==> config.mk <==
export PLATFORM = sky130hd
export DESIGN_NAME = pgw_monitor
export DESIGN_NICKNAME = d
export VERILOG_FILES = /design/src/rtl/pgw_pkg.sv /design/src/rtl/pgw_window.sv /design/src/rtl/pgw_change_det.sv /design/src/rtl/pgw_mask_timer.sv /design/src/rtl/pgw_monitor.sv
export SDC_FILE = /design/constraint.sdc
export NUM_CORES = 1
export LEC_CHECK = 0
export CELL_PAD_IN_SITES_DETAIL_PLACEMENT = 0
export CELL_PAD_IN_SITES_GLOBAL_PLACEMENT = 2
export CORE_MARGIN = 1
export CORE_UTILIZATION = 35
export DETAILED_ROUTE_END_ITERATION = 8
export DONT_BUFFER_PORTS = 1
export PLACE_DENSITY = 0.82
export SYNTH_ARGS = -nofsm -noshare
export SYNTH_HDL_FRONTEND = slang
export SYNTH_SLANG_ARGS = --single-unit
==> constraint.sdc <==
create_clock -name clk -period 2.5 [get_ports clk]
set_input_delay 0.125 -clock clk [delete_from_list [all_inputs] [get_ports clk]]
set_output_delay 0.125 -clock clk [all_outputs]
set_load 0.005 [all_outputs]
==> src/rtl/pgw_pkg.sv <==
package pgw_pkg;

    typedef enum logic [1:0] {
        PGW_OFF  = 2'd0,
        PGW_RUN  = 2'd1,
        PGW_MASK = 2'd2,
        PGW_SAG  = 2'd3
    } pgw_state_e;

endpackage

==> src/rtl/pgw_window.sv <==
module pgw_window #(
    parameter int CODE_W     = 8,
    parameter int LO_MARGIN  = 24,
    parameter int HI_MARGIN  = 16,
    parameter int SAG_MARGIN = 16
) (
    input  logic [CODE_W-1:0] target,
    input  logic [CODE_W-1:0] meas,
    output logic              in_win,
    output logic              sag
);
    localparam int EXT_W = CODE_W + 1;

    logic [EXT_W-1:0] t_ext;
    logic [EXT_W-1:0] m_ext;
    logic [EXT_W-1:0] hi_lim;
    logic             lo_active;
    logic             lo_ok;
    logic             hi_ok;

    always_comb begin
        t_ext     = {1'b0, target};
        m_ext     = {1'b0, meas};
        // one extra bit keeps target+margin from wrapping
        hi_lim    = t_ext + EXT_W'(HI_MARGIN);
        hi_ok     = (m_ext <= hi_lim);
        lo_active = (t_ext >= EXT_W'(LO_MARGIN));
        lo_ok     = !lo_active || (m_ext >= (t_ext - EXT_W'(LO_MARGIN)));
        in_win    = hi_ok && lo_ok;
        sag       = (t_ext >= EXT_W'(SAG_MARGIN)) &&
                    (m_ext < (t_ext - EXT_W'(SAG_MARGIN)));
    end

endmodule

==> src/rtl/pgw_change_det.sv <==
module pgw_change_det #(
    parameter int CODE_W = 8
) (
    input  logic              clk,
    input  logic              rst_n,
    input  logic [CODE_W-1:0] target,
    input  logic              sleep_evt,
    output logic              restart
);
    logic [CODE_W-1:0] target_q;
    logic              target_chg;

    always_ff @(posedge clk or negedge rst_n) begin
        if (!rst_n) begin
            target_q <= '0;
        end else begin
            target_q <= target;
        end
    end

    always_comb begin
        target_chg = (target != target_q);
        restart    = target_chg || sleep_evt;
    end

endmodule

==> src/rtl/pgw_mask_timer.sv <==
module pgw_mask_timer #(
    parameter int MASK_CYCLES = 16250,
    parameter int CNT_W       = $clog2(MASK_CYCLES + 1)
) (
    input  logic             clk,
    input  logic             rst_n,
    input  logic             load,
    input  logic             step,
    output logic             done,
    output logic [CNT_W-1:0] cnt
);
    localparam logic [CNT_W-1:0] RELOAD = CNT_W'(MASK_CYCLES - 1);

    always_ff @(posedge clk or negedge rst_n) begin
        if (!rst_n) begin
            cnt <= '0;
        end else if (load) begin
            cnt <= RELOAD;
        end else if (step && (cnt != '0)) begin
            cnt <= cnt - 1'b1;
        end
    end

    assign done = (cnt == '0);

endmodule

==> src/rtl/pgw_monitor.sv <==
module pgw_monitor
    import pgw_pkg::*;
#(
    parameter int CODE_W      = 8,
    parameter int LO_MARGIN   = 24,
    parameter int HI_MARGIN   = 16,
    parameter int SAG_MARGIN  = 16,
    parameter int MASK_CYCLES = 16250
) (
    input  logic              clk,
    input  logic              rst_n,
    input  logic              seq_en,
    input  logic              sleep_evt,
    input  logic [CODE_W-1:0] target_code,
    input  logic [CODE_W-1:0] meas_code,
    output logic              pg_ok
);
    localparam int CNT_W = $clog2(MASK_CYCLES + 1);

    pgw_state_e       state_q;
    pgw_state_e       state_d;
    logic             sleep_mask_q;
    logic             sleep_mask_d;
    logic             in_win;
    logic             sag;
    logic             restart;
    logic             t_load;
    logic             t_step;
    logic             t_done;
    logic [CNT_W-1:0] mask_cnt;

    pgw_window #(
        .CODE_W    (CODE_W),
        .LO_MARGIN (LO_MARGIN),
        .HI_MARGIN (HI_MARGIN),
        .SAG_MARGIN(SAG_MARGIN)
    ) u_window (
        .target(target_code),
        .meas  (meas_code),
        .in_win(in_win),
        .sag   (sag)
    );

    pgw_change_det #(
        .CODE_W(CODE_W)
    ) u_chg (
        .clk      (clk),
        .rst_n    (rst_n),
        .target   (target_code),
        .sleep_evt(sleep_evt),
        .restart  (restart)
    );

    pgw_mask_timer #(
        .MASK_CYCLES(MASK_CYCLES),
        .CNT_W      (CNT_W)
    ) u_timer (
        .clk  (clk),
        .rst_n(rst_n),
        .load (t_load),
        .step (t_step),
        .done (t_done),
        .cnt  (mask_cnt)
    );

    // next state and timer control
    always_comb begin
        state_d = state_q;
        t_load  = 1'b0;
        t_step  = 1'b0;
        if (!seq_en) begin
            state_d = PGW_OFF;
        end else begin
            unique case (state_q)
                PGW_OFF: begin
                    state_d = PGW_RUN;
                end
                PGW_RUN: begin
                    if (restart) begin
                        state_d = PGW_MASK;
                        t_load  = 1'b1;
                    end
                end
                PGW_MASK: begin
                    if (sleep_mask_q && sag) begin
                        state_d = PGW_SAG;
                    end else if (restart) begin
                        t_load = 1'b1;
                    end else if (t_done) begin
                        state_d = PGW_RUN;
                    end else begin
                        t_step = 1'b1;
                    end
                end
                PGW_SAG: begin
                    if (!sag) begin
                        state_d = PGW_MASK;
                        t_load  = 1'b1;
                    end
                end
                default: begin
                    state_d = PGW_OFF;
                end
            endcase
        end
    end

    // remembers that the running mask came from a sleep transition
    always_comb begin
        sleep_mask_d = sleep_mask_q;
        if ((state_d == PGW_OFF) || (state_d == PGW_RUN)) begin
            sleep_mask_d = 1'b0;
        end else if (sleep_evt) begin
            sleep_mask_d = 1'b1;
        end else if ((state_q == PGW_SAG) && (state_d == PGW_MASK)) begin
            sleep_mask_d = 1'b0;
        end
    end

    // state register
    always_ff @(posedge clk or negedge rst_n) begin
        if (!rst_n) begin
            state_q      <= PGW_OFF;
            sleep_mask_q <= 1'b0;
        end else begin
            state_q      <= state_d;
            sleep_mask_q <= sleep_mask_d;
        end
    end

    // output register: live only in RUN with no restart, frozen otherwise
    always_ff @(posedge clk or negedge rst_n) begin
        if (!rst_n) begin
            pg_ok <= 1'b0;
        end else if (!seq_en || (state_q == PGW_OFF)) begin
            pg_ok <= 1'b0;
        end else if ((state_q == PGW_RUN) && !restart) begin
            pg_ok <= in_win;
        end
    end

endmodule

==> results.toml, run 1 <==
[clocking]
cts.sinks = 26
clock_latency_ns = 0.27
cts_made_buffers = 3
cts-root-buf = "clkbuf_8"
cts_setup_buffers = 0
cts_buffer_depth = 2
cts_tree = "yes"
clkTransAtPathRegs_ns = 0.09
htree_num_levels = 1

[synthesis]
synth_area_mm2 = 0.00198
seq_area_frac_synth_pct = 32.8
syn_area_per_cell_um2 = 9.02
yosysWarnings = 0
synth_nets = 261
yosysTopAreaCell = "dfrtp_1"
ys_ff_latch = 26
yosys.area.top_type_share_pct = 32.8
postSynthCellCount = 220
synthTopCellsByArea = "dfrtp_1 (33%), ha_1 (13%), xnor2_1 (4.4%)"
ys_types = 40

[sta]
hold_ws_ns = 0.0131
finalClockSkew_ns = 0.00414
rsz0062_at_grt = "no"
finalSetupViolCount = 0
hold_violations = 0
final_max_slew_viol_count = 0
period_needed_ns = 2.38
tightest_slew_ns = 0.818
slew_headroom_pct = 44.1
finalCritPeriodShare_pct = 95.3
fin_ws_ns = 0.117
timing.fmax_mhz = 420
tns_ns = 0

[layout]
antennaDiodeCount = 0
regArea_um2 = 651
fillers = 574
final_cell_count_no_fill = 308
final_common_cell = "dfrtp_1"
drive_gt1_share_pct = 7.63
nets = 278
multiInputGateArea_mm2 = 0.00125
area_delta_synth_final_pct = 14.9
layout_common_cells = "dfrtp_1 (26), ha_1 (21), nand3_1 (17)"
utilization_pct = 41.7

[route]
ant_nets = 0
first_pass_iters = 4
wire_per_inst_um = 15.6
num_vias = 1713
drt-initial-drc-count = 137
dr_wl_met3_um = 262
top_layer = "met4"
finalWirelength_mm = 4.81
m1WireLength_mm = 2.52
met2WireLength_mm = 1.99
drc = 0
via_per_inst = 5.56

[place]
place_ws_ns = 0.00889
dp_hpwl_mm = 3.39
numPlacedInstances = 292
io_buffers = 0
globalplace.congestion = 0.831

[run_status]
outcome = "finished clean"

[setup_path]
max_stage_delay_ns = 0.59
cp-end-kind = "flop"
path_cells = "xor2_1, or4_4, or4b_4, or4_1, a21boi_0"
r2r_start = "u_chg.target_q[1]$_DFF_PN0_"
required_ns = 2.70
crit_path_start_kind = "flop"
worstPathArrival_ns = 2.58
slowest_stage = "or4b_4"
startpoint = "u_chg.target_q[1]$_DFF_PN0_"
crit_fanout = 13
worstSetupPathType = "flop to flop"

[power]
switching_share_pct = 27.4
p_seq_share_pct = 47.4
power.leakage_uw = 0.000867
power.density_mw_per_mm2 = 407
p_clk_share_pct = 29.5
switchingPower_uw = 254
p_int_uw = 675
ir_worst_vdd_mv = 0.297
combPwrFrac_pct = 23.1

[floorplanning]
initial_utilization_pct = 36.3
fp.dieW_um = 77.3
core-area_mm2 = 0.00547
fp-row-count = 27
dieArea_mm2 = 0.00597
io_pins = 21
die_h_um = 77.3

[min_path]
worst_hold_path_type = "input pin to flop"
min_from = "seq_en"

[global_route]
overflow = 0
grt_pass1_vias = 1613
antenna_found_initial = 0
grt_pass1_wl_mm = 8.18
grt_max_degree = 27
grtUsageTotal_pct = 17.3

[run]
cap_violations = 0
[power by group through the flow]
stage | Clock [uW] | Combinational (uW) | Sequential [uW]
floorplan | 0 | 155 | 447
global placement | 0 | 188 | 449
detailed placement | 0 | 186 | 449
CTS | 287 | 215 | 440
global route | 303 | 245 | 442
finish | 274 | 215 | 440
[cells in the mapped netlist (all sizes together)]
cell type,number
ha,21
nor4b,1
a311o,1
nand2b,5
xor2,6
o2111ai,1
buf,5
a21o,4
nor3b,2
a21oi,8
or4b,2
clkbuf,3
nor4,5
nand4,4
xnor2,10
o21ai,9
nand2,10
dfrtp,26
a21boi,3
nor2b,1
nor3,6
o21a,3
o31a,2
o31ai,10
inv,14
nand4b,1
o221a,1
and2,3
or3,7
a2111oi,2
a221oi,1
nor2,10
o221ai,1
or4,10
and3,1
a211oi,4
nand3,17
[flip-flops by register name (all words and copies together) (netlist names)]
register	count
u_timer.cnt	14
u_chg.target_q	8
state_q	2
pg_ok	1
sleep_mask_q	1
[metal layers]
metal	GRT usage, %	up-vias
li1	-	866
met1	27.4	812
met2	23.8	31
met3	3.81	4
met4	2.26	0
met5	0	-
[through the flow]
stage / total power, uW / instance area, um^2
after floorplan: 602 / 1990
after global placement: 637 / 2090
after detailed placement: 635 / 2090
after CTS: 942 / 2270
after global routing: 991 / 2280
final: 929 / 2280
[critical path, delay by kind of cell (launching register included)]
family | cells | cell delay, ns
compound gates | 1 | 0.15
xor+xnor | 1 | 0.16
simple gates | 3 | 1.61
flops | 1 | 0.38
[what timing repair did]
item	CTS	global route
endpoints found under the hold margin	36	0
hold buffers	11	0
gates resized for setup	0	1
setup endpoints to repair	0	7
[final timing paths]
kind / slack, ns / end / cells past startpoint
max in group asynchronous: 2.07 / state_q[1]$_DFF_PN0_ / 2
worst min-delay path: 0.01 / state_q[1]$_DFF_PN0_ / 2
min in group asynchronous: 0.28 / u_timer.cnt[10]$_DFFE_PN0P_ / 2
worst max register to register: 0.12 / u_timer.cnt[7]$_DFFE_PN0P_ / 5
worst max-delay path: 0.12 / u_timer.cnt[7]$_DFFE_PN0P_ / 5
worst min register to register: 0.56 / u_timer.cnt[11]$_DFFE_PN0P_ / 2
[cell type report]
type	instances	area share [%]
Multi-Input combinational cell	173	54.9
Sequential cell	26	28.5
Timing Repair Buffer	19	7.90
Tap cell	72	3.95
Clock buffer	4	2.41
Inverter	14	2.30
[logic make-up after synthesis]
group / Yosys count / synth area share [%]
AND/OR/NAND/NOR: 85 / 24.6
flip-flops: 26 / 32.8
XOR/XNOR: 16 / 7.06
buffers and inverters: 22 / 4.79
AO/OA/AOI/OAI: 50 / 17.5
adder cells (fa/ha/maj): 21 / 13.2
Note: power is estimated with default switching activity, not from simulation.
==> inputs of run 2 (changes only) <==
--- a/config.mk
+++ b/config.mk
@@ -5,13 +5,11 @@
 export SDC_FILE = /design/constraint.sdc
 export NUM_CORES = 1
 export LEC_CHECK = 0
-export CELL_PAD_IN_SITES_DETAIL_PLACEMENT = 0
-export CELL_PAD_IN_SITES_GLOBAL_PLACEMENT = 2
 export CORE_MARGIN = 1
 export CORE_UTILIZATION = 35
 export DETAILED_ROUTE_END_ITERATION = 8
 export DONT_BUFFER_PORTS = 1
-export PLACE_DENSITY = 0.82
+export PLACE_DENSITY = 0.58
 export SYNTH_ARGS = -nofsm -noshare
 export SYNTH_HDL_FRONTEND = slang
 export SYNTH_SLANG_ARGS = --single-unit
==> constraint.sdc (replaced) <==
create_clock -name clk -period 2 [get_ports clk]
set_input_delay 0.1 -clock clk [delete_from_list [all_inputs] [get_ports clk]]
set_output_delay 0.1 -clock clk [all_outputs]
set_load 0.005 [all_outputs]
==> run 2 against run 1 <==
Net effect:
- the run now ends with negative setup slack left
- utilization increased by 7.3 points
- routed wire length increased by 4.8%
- count of clock-buffer cells in the layout decreased by 1
- register-to-register slack got worse by 0.39 ns
- die area unchanged
==> results.toml, run 2 (same netlist as run 1, synthesis figures left out) <==
[sta]
rsz0062_at_grt = "yes"
timing.fmax_mhz = 441
tns_ns = -3.00
hold_violations = 0
slew_headroom_pct = 59.1
finalClockSkew_ns = 0.00534
final_max_slew_viol_count = 0
finalSetupViolCount = 14
hold_ws_ns = 0.0201
tightest_slew_ns = 0.598
fin_ws_ns = -0.269
finalCritPeriodShare_pct = 113
period_needed_ns = 2.27

[route]
wire_per_inst_um = 15.0
first_pass_iters = 4
drt-initial-drc-count = 130
num_vias = 1820
finalWirelength_mm = 5.05
ant_nets = 0
drc = 0
via_per_inst = 5.42

[layout]
layout_common_cells = "buf_4 (33), dfrtp_1 (26), ha_1 (20)"
fillers = 514
antennaDiodeCount = 0
multiInputGateArea_mm2 = 0.00144
final_cell_count_no_fill = 336
drive_gt1_share_pct = 25.4
largest_reg_flops = 14
area_delta_synth_final_pct = 35.1
top_register = "u_timer.cnt"
final_common_cell = "buf_4"
top_regs = "u_timer.cnt: 14 flops, u_chg.target_q: 8 flops, state_q: 2 flops"
nets = 306
regArea_um2 = 651

[place]
globalplace.congestion = 0.782
io_buffers = 0
numPlacedInstances = 315
dp_hpwl_mm = 3.46

[setup_path]
slowest_stage = "or4b_4"
crit_fanout = 7
crit_path_start_kind = "flop"
worstSetupPathType = "flop to flop"
ff2ff_setup_slack_ns = -0.27
timing.critical_path.buf_inv = 0
path_delay_family = "simple AND/OR/NAND/NOR gates"
worstPathArrival_ns = 2.49
max_stage_delay_ns = 0.57
required_ns = 2.22
cp-end-kind = "flop"
path_cells = "xor2_1, or4_4, or4b_4, or4_1, nand3_1"

[clocking]
cts.sinks = 26
cts_tree = "yes"
cts-root-buf = "clkbuf_8"
clock_latency_ns = 0.28
htree_num_levels = 1
cts_buffer_depth = 2
cts_made_buffers = 3
clkTransAtPathRegs_ns = 0.10

[power]
ir_worst_vdd_mv = 0.209
combPwrFrac_pct = 24.7
p_clk_share_pct = 33.8
power.density_mw_per_mm2 = 494
p_seq_share_pct = 41.5
p_int_uw = 966
power.leakage_uw = 0.00104
switchingPower_uw = 357
switching_share_pct = 27.0

[global_route]
grt_pass1_vias = 1855
antenna_found_initial = 0
grt_pass1_wl_mm = 8.56
grt_max_degree = 27
grtUsageTotal_pct = 17.8
overflow = 0

[floorplanning]
io_pins = 21
die_h_um = 77.3
initial_utilization_pct = 36.3
fp-row-count = 27
dieArea_mm2 = 0.00597
fp.dieW_um = 77.3
core-area_mm2 = 0.00547

[run_status]
violations = "negative setup slack"
outcome = "finished, violations left"

[run]
cap_violations = 0

[min_path]
worst_hold_path_type = "input pin to flop"
[run 2: cell types whose count changed in the layout (fill, tap and decap cells not counted), moves of 2 or more]
| cell | before | now |
|---|---|---|
| o31ai_1 | 10 | 4 |
| o21ai_0 | 9 | 7 |
| nor4_1 | 5 | 3 |
| a21boi_1 | 0 | 3 |
| o31ai_4 | 0 | 2 |
| o31ai_2 | 0 | 4 |
| nor3_1 | 6 | 4 |
| or4b_4 | 2 | 4 |
| a211oi_1 | 4 | 2 |
| buf_4 | 8 | 33 |
| a21boi_0 | 3 | 0 |
| o21ai_1 | 0 | 2 |
[run 2: worst paths after layout]
check / start / endpoint / cells after the start
hold / removal: sleep_evt / sleep_mask_q$_DFFE_PN0P_ / 2
setup / recovery: u_chg.target_q[1]$_DFF_PN0_ / u_timer.cnt[9]$_DFFE_PN0P_ / 5
max in group asynchronous: rst_n / u_timer.cnt[9]$_DFFE_PN0P_ / 2
setup reg to reg: u_chg.target_q[1]$_DFF_PN0_ / u_timer.cnt[9]$_DFFE_PN0P_ / 5
hold reg to reg: u_timer.cnt[4]$_DFFE_PN0P_ / u_timer.cnt[4]$_DFFE_PN0P_ / 2
min in group asynchronous: rst_n / state_q[0]$_DFF_PN0_ / 2
[run 2: power groups by stage]
stage                     registers, uW  logic [uW]  clock network [uW]
after floorplan                     559         210                   0
after detailed placement            560         267                   0
final                               549         327                 448
after global placement              559         264                   0
after global routing                551         364                 480
after CTS                           549         313                 460
[run 2: cell type report]
class	instances	share of cell area (%)
Multi-Input combinational cell	175	53.6
Clock inverter	1	1.12
Clock buffer	3	1.54
Timing Repair Buffer	45	14.1
Tap cell	72	3.36
Inverter	14	1.96
Sequential cell	26	24.3
[run 2: worst register-to-register path, stage by stage (launching register included)]
cell     delay (ns)
dfrtp_1        0.38
xor2_1         0.14
or4_4          0.55
or4b_4         0.57
or4_1          0.48
nand3_1        0.09
[run 2: routing by layer]
metal / up-vias / share of wire (%) / GRT usage [%]
met1: 866 / 46 / 22.8
met2: 26 / 49 / 29.7
met5: - / 0 / 0
li1: 921 / - / -
met4: 0 / 1.8 / 7.55
met3: 7 / 3.2 / 2.50
[run 2: timing repair]
item	in CTS	in global routing
gates cloned	3	0
gates resized for setup	12	14
pin swaps	7	5
buffers inserted	1	2
hold endpoints to repair	38	0
hold buffers	11	0
setup endpoints to repair	18	18
[run 2: metrics by stage]
stage / total power (uW) / setup WS (ns) / utilization (%) / cell area (um^2)
floorplan: 769 / -0.251 / - / 2060
global placement: 823 / -0.373 / 42.3 / 2310
detailed placement: 827 / -0.403 / 42.3 / 2310
CTS: 1320 / -0.322 / 47.2 / 2580
global route: 1400 / -0.323 / 49.0 / 2680
finish: 1320 / -0.269 / 49.0 / 2680
==> inputs of run 3 (changes only) <==
--- a/config.mk
+++ b/config.mk
@@ -5,11 +5,13 @@
 export SDC_FILE = /design/constraint.sdc
 export NUM_CORES = 1
 export LEC_CHECK = 0
+export CELL_PAD_IN_SITES_DETAIL_PLACEMENT = 1
+export CELL_PAD_IN_SITES_GLOBAL_PLACEMENT = 2
 export CORE_MARGIN = 1
-export CORE_UTILIZATION = 35
+export CORE_UTILIZATION = 30
 export DETAILED_ROUTE_END_ITERATION = 8
 export DONT_BUFFER_PORTS = 1
-export PLACE_DENSITY = 0.58
+export PLACE_DENSITY = 0.73
 export SYNTH_ARGS = -nofsm -noshare
 export SYNTH_HDL_FRONTEND = slang
 export SYNTH_SLANG_ARGS = --single-unit
==> run 3 against run 2 <==
Net effect:
- the run still ends with negative setup slack left
- critical path depth grew 1
- power shrank 4.2%
- via count grew 4.5%
- die area grew 16%
- utilization shrank 5.9 points
- count of clock-buffer cells in the layout grew 1
- flip-flop and latch count is the same
- register-to-register slack lost 0.03 ns
- largest cell class unchanged
- highest routed layer unchanged
==> results.toml, run 3 (same netlist as run 1, synthesis figures left out) <==
[setup_path]
r2r_start = "u_chg.target_q[1]$_DFF_PN0_"
worstPathArrival_ns = 2.52
cp-end-kind = "flop"
r2r-end = "u_timer.cnt[8]$_DFFE_PN0P_"
ff2ff_setup_slack_ns = -0.30
max_stage_delay_ns = 0.53
crit_path_start_kind = "flop"
path_depth = 6
timing.critical_path.buf_inv = 1
r2r_cells = 6
crit_path_frequent_cell = "or4_4"
path_delay_family = "simple AND/OR/NAND/NOR gates"
required_ns = 2.22
path_cells = "xor2_1, or4_4, buf_6, or4b_4, or4_4, nand3_2"
worstSetupPathType = "flop to flop"
crit_fanout = 6
slowest_stage = "or4_4"

[sta]
rsz0062_at_grt = "yes"
period_needed_ns = 2.30
fin_ws_ns = -0.304
final_max_slew_viol_count = 0
slew_headroom_pct = 65.8
tightest_slew_ns = 0.501
finalCritPeriodShare_pct = 115
tns_ns = -3.66
finalSetupViolCount = 18
finalClockSkew_ns = 0.00641
hold_violations = 0
hold_ws_ns = 0.0296
timing.fmax_mhz = 434

[route]
ant_nets = 0
wire_per_inst_um = 17.4
drc = 0
drt-initial-drc-count = 100
num_vias = 1902
first_pass_iters = 4
finalWirelength_mm = 6.05
via_per_inst = 5.47

[power]
combPwrFrac_pct = 28.8
p_seq_share_pct = 43.2
power_uw = 1270
p_clk_share_pct = 28.0
p_int_uw = 895
power.density_mw_per_mm2 = 463
ir_worst_vdd_mv = 0.318
switchingPower_uw = 373
power.leakage_uw = 0.00108
switching_share_pct = 29.4

[min_path]
worst_hold_path_type = "input pin to flop"
whs_endpoint = "sleep_mask_q$_DFFE_PN0P_"
hold_depth = 2
min_from = "sleep_evt"

[floorplanning]
core-area_mm2 = 0.00635
fp.dieW_um = 83.3
die_h_um = 83.3
io_pins = 21
dieArea_mm2 = 0.00694
fp-row-count = 29
initial_utilization_pct = 31.3

[run_status]
violations = "negative setup slack"
outcome = "finished, violations left"

[global_route]
grt_pass1_wl_mm = 10.3
antenna_found_initial = 0
grt_pass1_vias = 2112
grt_max_degree = 27
overflow = 0
grtUsageTotal_pct = 18.3

[place]
io_buffers = 0
globalplace.congestion = 0.835
dp_hpwl_mm = 4.00
numPlacedInstances = 326
place_ws_ns = -0.398

[layout]
drive_gt1_share_pct = 28.4
top_regs = "u_timer.cnt: 14 flops, u_chg.target_q: 8 flops, state_q: 2 flops"
top_register = "u_timer.cnt"
final_common_cell = "buf_4"
area_delta_synth_final_pct = 38.0
largest_reg_flops = 14
final_cell_count_no_fill = 348
antennaDiodeCount = 0
layout_common_cells = "buf_4 (34), dfrtp_1 (26), ha_1 (20)"
nets = 313

[clocking]
cts_made_buffers = 3
cts_tree = "yes"
cts-root-buf = "clkbuf_8"
clock_latency_ns = 0.27
cts.sinks = 26
htree_num_levels = 1
cts_buffer_depth = 2
clkTransAtPathRegs_ns = 0.10

[run]
cap_violations = 0
run 3: cell types whose count changed in the layout (fill, tap and decap cells not counted), moves of 2 or more:
cell | previous run | this run
a211oi_2 | 1 | 4
a21boi_2 | 0 | 2
buf_6 | 1 | 7
o31ai_1 | 4 | 9
a211oi_1 | 2 | 0
a21boi_1 | 3 | 1
o21ai_1 | 2 | 0
o31ai_2 | 4 | 0
run 3: area by class of cell:
class / count / area, um^2
fill: 728 / 3610
multi-input combinational: 175 / 1430
sequential: 26 / 651
timing repair buffer: 52 / 454
tap: 77 / 96.3
clock buffer: 4 / 55.1
inverter: 14 / 52.6
run 3: metal layers:
metal | part of all wire, % | routed length [um] | vias up | global-route usage (%)
li1 | - | - | 934 | -
met1 | 48 | 2920 | 948 | 24.3
met2 | 49 | 2970 | 16 | 32.0
met3 | 1.8 | 111 | 4 | 2.78
met4 | 0.73 | 44 | 0 | 2.82
met5 | 0 | 0 | - | 0
run 3: power by group through the flow:
| stage | registers [uW] | logic [uW] | clock network (uW) |
|---|---|---|---|
| 5_1_grt | 551 | 403 | 382 |
| 3_5_place_dp | 559 | 283 | 0 |
| 4_1_cts | 548 | 338 | 364 |
| 6_report | 548 | 365 | 355 |
| 2_1_floorplan | 559 | 210 | 0 |
| 3_3_place_gp | 558 | 279 | 0 |
run 3: worst register-to-register path: stages (launching register included):
cell and delay [ns]:
dfrtp_1 0.38, xor2_1 0.14, or4_4 0.53, buf_6 0.15, or4b_4 0.54, or4_4 0.43
nand3_2 0.08
run 3: worst max path at each step:
stage / from / to / slack (ns)
2_1_floorplan: u_chg.target_q[1]$_DFF_PN0_ / u_timer.cnt[8]$_DFFE_PN0P_ / -0.25
3_3_place_gp: u_chg.target_q[1]$_DFF_PN0_ / u_timer.cnt[7]$_DFFE_PN0P_ / -0.37
3_5_place_dp: u_chg.target_q[1]$_DFF_PN0_ / u_timer.cnt[7]$_DFFE_PN0P_ / -0.40
4_1_cts: u_chg.target_q[1]$_DFF_PN0_ / u_timer.cnt[7]$_DFFE_PN0P_ / -0.34
5_1_grt: u_chg.target_q[1]$_DFF_PN0_ / u_timer.cnt[7]$_DFFE_PN0P_ / -0.36
6_report: u_chg.target_q[1]$_DFF_PN0_ / u_timer.cnt[8]$_DFFE_PN0P_ / -0.30
run 3: what timing repair did:
action                                 4_1_cts  5_1_grt
pin swaps                                    8       11
hold buffers                                11        0
gates cloned                                 4        0
endpoints found under the hold margin       38        0
setup endpoints to repair                   18       18
buffers inserted                             4        1
resized for setup                           15       19
run 3: through the flow:
stage | instance area [um^2] | util (%)
2_1_floorplan | 2060 | -
3_3_place_gp | 2360 | 37.2
3_5_place_dp | 2360 | 37.2
4_1_cts | 2660 | 41.8
5_1_grt | 2740 | 43.1
6_report | 2740 | 43.1
